**config.mk**
```make
export PLATFORM = sky130hd
export DESIGN_NAME = blkprot_top
export DESIGN_NICKNAME = d
export VERILOG_FILES = /design/src/rtl/blkprot_pkg.sv /design/src/rtl/blkprot_cmd_dec.sv /design/src/rtl/blkprot_nv_bank.sv /design/src/rtl/blkprot_vol_bank.sv /design/src/rtl/blkprot_merge.sv /design/src/rtl/blkprot_top.sv
export SDC_FILE = /design/constraint.sdc
export NUM_CORES = 1
export LEC_CHECK = 0
export BUFFER_PORTS_ARGS = -buffer_cell sky130_fd_sc_hd__buf_4
export CORE_ASPECT_RATIO = 0.5
export CORE_MARGIN = 10
export CORE_UTILIZATION = 55
export CTS_BUF_LIST = sky130_fd_sc_hd__clkbuf_8
export DETAILED_ROUTE_END_ITERATION = 6
export MAX_ROUTING_LAYER = met4
export PLACE_DENSITY = 0.85
export SYNTH_ARGS = -nofsm -noshare
export SYNTH_HDL_FRONTEND = slang
export SYNTH_HIERARCHICAL = 1
export SYNTH_SLANG_ARGS = --single-unit
export TNS_END_PERCENT = 50
```
**constraint.sdc**
```tcl
create_clock -name clk -period 2.05 [get_ports clk]
set_input_delay 0.5125 -clock clk [delete_from_list [all_inputs] [get_ports clk]]
set_output_delay 0.5125 -clock clk [all_outputs]
set_load 0.05 [all_outputs]
```
**src/rtl/blkprot_pkg.sv**
```systemverilog
package blkprot_pkg;
  typedef enum logic [2:0] {
    OP_NV_PROG    = 3'd0,
    OP_NV_CLR_ALL = 3'd1,
    OP_V_PROG     = 3'd2,
    OP_V_CLR      = 3'd3,
    OP_LOCK       = 3'd4
  } op_e;
endpackage

```
**src/rtl/blkprot_cmd_dec.sv**
```systemverilog
module blkprot_cmd_dec #(
  parameter int N     = 16,
  parameter int IDX_W = 5,
  localparam int IDX_N = (N > 1) ? $clog2(N) : 1
) (
  input  logic             cmd_valid,
  input  logic [2:0]       cmd_op,
  input  logic [IDX_W-1:0] cmd_blk,
  input  logic             lock_open,
  output logic             nv_prog,
  output logic             nv_clr_all,
  output logic             v_prog,
  output logic             v_clr,
  output logic             lock_set,
  output logic [IDX_N-1:0] blk_idx,
  output logic             reject
);
  import blkprot_pkg::*;

  logic in_range;
  assign in_range = (32'(cmd_blk) < N);
  assign blk_idx  = IDX_N'(cmd_blk);

  always_comb begin
    nv_prog    = 1'b0;
    nv_clr_all = 1'b0;
    v_prog     = 1'b0;
    v_clr      = 1'b0;
    lock_set   = 1'b0;
    reject     = 1'b0;
    if (cmd_valid) begin
      unique case (cmd_op)
        OP_NV_PROG: begin
          if (in_range && lock_open) nv_prog = 1'b1;
          else                       reject  = 1'b1;
        end
        OP_NV_CLR_ALL: begin
          if (lock_open) nv_clr_all = 1'b1;
          else           reject     = 1'b1;
        end
        OP_V_PROG: begin
          if (in_range) v_prog = 1'b1;
          else          reject = 1'b1;
        end
        OP_V_CLR: begin
          if (in_range) v_clr  = 1'b1;
          else          reject = 1'b1;
        end
        OP_LOCK:  lock_set = 1'b1;
        default:  reject   = 1'b1;
      endcase
    end
  end
endmodule

```
**src/rtl/blkprot_nv_bank.sv**
```systemverilog
module blkprot_nv_bank #(
  parameter int N = 16,
  localparam int IDX_N = (N > 1) ? $clog2(N) : 1
) (
  input  logic             clk,
  input  logic             hw_rst_n,
  input  logic             pwr_cyc,
  input  logic             nv_prog,
  input  logic             nv_clr_all,
  input  logic             lock_set,
  input  logic [IDX_N-1:0] blk_idx,
  output logic [N-1:0]     nv_q,
  output logic             lock_q
);
  // Persistent storage: erased at start, never touched by any reset.
  logic [N-1:0] nv_r = '1;

  always_ff @(posedge clk) begin
    if (nv_clr_all)   nv_r <= '1;
    else if (nv_prog) nv_r[blk_idx] <= 1'b0;
  end

  // Lock: 1 = open, 0 = closed. Only reset or power cycle reopens it.
  always_ff @(posedge clk or negedge hw_rst_n) begin
    if (!hw_rst_n)     lock_q <= 1'b1;
    else if (pwr_cyc)  lock_q <= 1'b1;
    else if (lock_set) lock_q <= 1'b0;
  end

  assign nv_q = nv_r;
endmodule

```
**src/rtl/blkprot_vol_bank.sv**
```systemverilog
module blkprot_vol_bank #(
  parameter int N = 16,
  parameter logic [N-1:0] VOL_INIT = '1,
  localparam int IDX_N = (N > 1) ? $clog2(N) : 1
) (
  input  logic             clk,
  input  logic             hw_rst_n,
  input  logic             pwr_cyc,
  input  logic             v_prog,
  input  logic             v_clr,
  input  logic [IDX_N-1:0] blk_idx,
  output logic [N-1:0]     vol_q
);
  always_ff @(posedge clk or negedge hw_rst_n) begin
    if (!hw_rst_n)    vol_q <= VOL_INIT;
    else if (pwr_cyc) vol_q <= VOL_INIT;
    else if (v_prog)  vol_q[blk_idx] <= 1'b0;
    else if (v_clr)   vol_q[blk_idx] <= 1'b1;
  end
endmodule

```
**src/rtl/blkprot_merge.sv**
```systemverilog
module blkprot_merge #(
  parameter int N = 16,
  parameter logic [N-1:0] BOOT_MASK = N'(3)
) (
  input  logic [N-1:0] nv_q,
  input  logic [N-1:0] vol_q,
  input  logic         wp_n,
  output logic [N-1:0] prot_o
);
  for (genvar i = 0; i < N; i++) begin : g_blk
    if (BOOT_MASK[i]) begin : g_boot
      assign prot_o[i] = ~nv_q[i] | ~vol_q[i] | ~wp_n;
    end else begin : g_plain
      assign prot_o[i] = ~nv_q[i] | ~vol_q[i];
    end
  end
endmodule

```
**src/rtl/blkprot_top.sv**
```systemverilog
module blkprot_top #(
  parameter int N     = 16,
  parameter int IDX_W = 5,
  parameter logic [N-1:0] VOL_INIT  = '1,
  parameter logic [N-1:0] BOOT_MASK = N'(3),
  localparam int IDX_N = (N > 1) ? $clog2(N) : 1
) (
  input  logic             clk,
  input  logic             hw_rst_n,
  input  logic             pwr_cyc,
  input  logic             wp_n,
  input  logic             cmd_valid,
  input  logic [2:0]       cmd_op,
  input  logic [IDX_W-1:0] cmd_blk,
  output logic [N-1:0]     prot_o,
  output logic             rej_o
);
  logic             nv_prog, nv_clr_all, v_prog, v_clr, lock_set, reject;
  logic [IDX_N-1:0] blk_idx;
  logic [N-1:0]     nv_q, vol_q;
  logic             lock_q;

  blkprot_cmd_dec #(.N(N), .IDX_W(IDX_W)) u_dec (
    .cmd_valid(cmd_valid), .cmd_op(cmd_op), .cmd_blk(cmd_blk),
    .lock_open(lock_q), .nv_prog(nv_prog), .nv_clr_all(nv_clr_all),
    .v_prog(v_prog), .v_clr(v_clr), .lock_set(lock_set),
    .blk_idx(blk_idx), .reject(reject)
  );

  blkprot_nv_bank #(.N(N)) u_nv (
    .clk(clk), .hw_rst_n(hw_rst_n), .pwr_cyc(pwr_cyc),
    .nv_prog(nv_prog), .nv_clr_all(nv_clr_all), .lock_set(lock_set),
    .blk_idx(blk_idx), .nv_q(nv_q), .lock_q(lock_q)
  );

  blkprot_vol_bank #(.N(N), .VOL_INIT(VOL_INIT)) u_vol (
    .clk(clk), .hw_rst_n(hw_rst_n), .pwr_cyc(pwr_cyc),
    .v_prog(v_prog), .v_clr(v_clr), .blk_idx(blk_idx), .vol_q(vol_q)
  );

  blkprot_merge #(.N(N), .BOOT_MASK(BOOT_MASK)) u_merge (
    .nv_q(nv_q), .vol_q(vol_q), .wp_n(wp_n), .prot_o(prot_o)
  );

  always_ff @(posedge clk or negedge hw_rst_n) begin
    if (!hw_rst_n) rej_o <= 1'b0;
    else           rej_o <= reject;
  end
endmodule

```
==> results.json <==
{
  "drt-total-wl_um": 4350,
  "ir_drop_v": 0.000524,
  "synth_seq_cells": 34,
  "place_area_sq_um": 1870,
  "htree_levels": 2,
  "syn_to_final_growth_pct": 19.7,
  "synthTopCellsByArea": "dfstp_2, dfxtp_1, o32a_1, nor2_1, nand2_1",
  "cts_sinks": 34,
  "synth.avg_cell_area_sq_um": 9.97,
  "crit_required_ns": 2.22,
  "via_count": 1438,
  "post_cts_resized": 0,
  "cts-buffers-inserted": 5,
  "worst_pin_slew_ns": 0.349,
  "gp_congestion": 0.876,
  "netlist_top_cells_count": "nor2_1, dfstp_2, nand2_1",
  "cts_setup_buffers": 0,
  "dp_cells": 225,
  "clk_pin_slew_ns": 0.07,
  "hp-class": "input pin to asynchronous set/reset pin",
  "fin_util_pct": 72.5,
  "slowest_stage": "dfstp_2",
  "synth_area_sq_um": 1660,
  "clockRootBuffer": "clkbuf_8",
  "die_x_um": 97.6,
  "r2r_cells": 5,
  "cp_top_family": "simple AND/OR/NAND/NOR gates",
  "syn_nets": 179,
  "grt_max_degree": 22,
  "path_class": "register to register",
  "period_minus_slack_ns": 1.67,
  "synthFlopType": "dfstp_2",
  "vias_per_cell": 6.20,
  "synth.most_common_cell": "nor2_1",
  "run_status": "complete, no violations",
  "maxSlewViolCount": 0,
  "syn_inst": 166,
  "clk_latency_ns": 0.29,
  "max_cap_violations": 0,
  "r2r_start": "u_nv/lock_q",
  "rsz0062_at_grt": "false",
  "r2r_end": "u_nv/nv_q[1]",
  "core-area_sq_um": 2730,
  "die_y_um": 58.8,
  "grt_usage_pct": 15.8,
  "crit_buf_inv": 1,
  "leakagePower_nw": 0.841,
  "cp_max_fo": 4,
  "setup_tns_ns": 0,
  "cts_hold_buf": 0,
  "rows": 13,
  "n_antenna_cell": 0,
  "r2r_slack_ns": 0.38,
  "synthArstFlopShare_pct": 52.9,
  "synth_edf_count": 0,
  "fin_nets": 208,
  "setup_viol": 0,
  "slew_headroom_pct": 76.1,
  "first_global_vias": 1401,
  "stdcell_area_sq_um": 1980,
  "cp.depth": 5,
  "stdcell_count": 232,
  "drtAntennaViolNets": 0,
  "hpwl_um": 3030,
  "drtIter0Drc": 142,
  "fmax_mhz": 600,
  "hold_viol": 0,
  "endpoint_kind": "register",
  "antenna_found_initial": 0,
  "yosys.area.top_type": "dfstp_2",
  "synth_top_area_share_pct": 27.0,
  "wl_per_cell_um": 18.7,
  "grt_overflow": 0,
  "finalCritPeriodShare_pct": 81.3,
  "grt_pass1_wl_um": 7100,
  "fillers": 209,
  "powerDensity_nw_per_um2": 861,
  "crit_arrival_ns": 1.83,
  "drt_drc_violations_left": 0,
  "numPortBuffers": 29,
  "ios": 30,
  "start_util_pct": 60.6,
  "max_stage_delay_ns": 0.56,
  "drive_gt1_share_pct": 35.4,
  "first_pass_iters": 4,
  "clock_skew_ns": 0.00711,
  "ys_seq_area_share_pct": 47.8,
  "netlist-cell-type-count": 35,
  "die_area_sq_um": 5740,
  "crit_chain": "nand3b_1 -> nor4_1 -> buf_4 -> nor4b_4 -> a31oi_1",
  "cts_tree": "done",
  "power_w": 0.00170,
  "clockBufferDepth": 2,
  "ys_warn_count": 6,
  "critPathLaunchType": "register"
}
==> cell type report <==
cell class	count	area, sq um	share of cell area, %
Clock buffer	6	82.6	4.17
Tap cell	37	46.3	2.34
Sequential cell	34	792	40.0
Inverter	5	18.8	0.948
Clock inverter	1	30.0	1.52
Multi-Input combinational cell	117	758	38.3
Timing Repair Buffer	32	253	12.8
==> state kept, by name, summed over array words and instances (netlist names) <==
| name | flops |
|---|---|
| u_nv/nv_q | 16 |
| u_vol/vol_q | 16 |
| rej_o | 1 |
| u_nv/lock_q | 1 |
==> cell usage in the layout, fill, tap and decap left out, types with 4 or more instances in the layout <==
cell       n
dfxtp_1   16
a31oi_1    4
clkbuf_8   6
buf_4     31
inv_1      4
dfstp_2   17
a21oi_1    8
nand3b_1   7
nand3_1    4
nand2_1   17
o32a_1    13
nor2_1    32
a41oi_1    4
==> per-layer routing <==
metal	track usage [%]	routed length, um
met1	19.3	2040
met5	-	0
met3	5.24	330
met2	23.3	1940
met4	7.00	46
==> logic make-up (layout without fill, tap and decap cells) <==
| group | after synthesis | count (layout) | synth area share, % |
|---|---|---|---|
| AO/OA/AOI/OAI | 35 | 35 | 17.4 |
| flip-flops | 34 | 34 | 47.8 |
| AND/OR/NAND/NOR | 82 | 82 | 28.1 |
| buffers and inverters | 15 | 44 | 6.65 |
==> worst max path at each step <==
stage	startpoint	end	slack, ns
6_report	u_nv/lock_q	u_nv/nv_q[1]	0.38
5_1_grt	u_nv/lock_q	u_nv/nv_q[1]	0.27
4_1_cts	u_nv/lock_q	u_nv/nv_q[1]	0.37
3_5_place_dp	cmd_op[2]	u_vol/vol_q[4]	0.20
3_3_place_gp	cmd_op[2]	u_vol/vol_q[8]	0.23
2_1_floorplan	cmd_op[2]	u_vol/vol_q[0]	0.46
==> metrics by stage <==
| step | hold WS [ns] | worst slack (ns) |
|---|---|---|
| 6_report | 0.0891 | 0.384 |
| 4_1_cts | 0.0993 | 0.367 |
| 3_3_place_gp | 0.394 | 0.229 |
| 5_1_grt | 0.0932 | 0.273 |
| 3_5_place_dp | 0.400 | 0.197 |
| 2_1_floorplan | 0.217 | 0.462 |
==> report_power, final <==
group	switching [W]	internal [W]	total [W]	leakage [nW]
clock network	0.000243	0.000389	0.000632	0.0573
registers	0.0000209	0.000707	0.000728	0.323
logic	0.000236	0.000108	0.000344	0.461
total	0.000501	0.00120	0.00170	0.841
No activity file was read; power rests on OpenSTA's default activity.
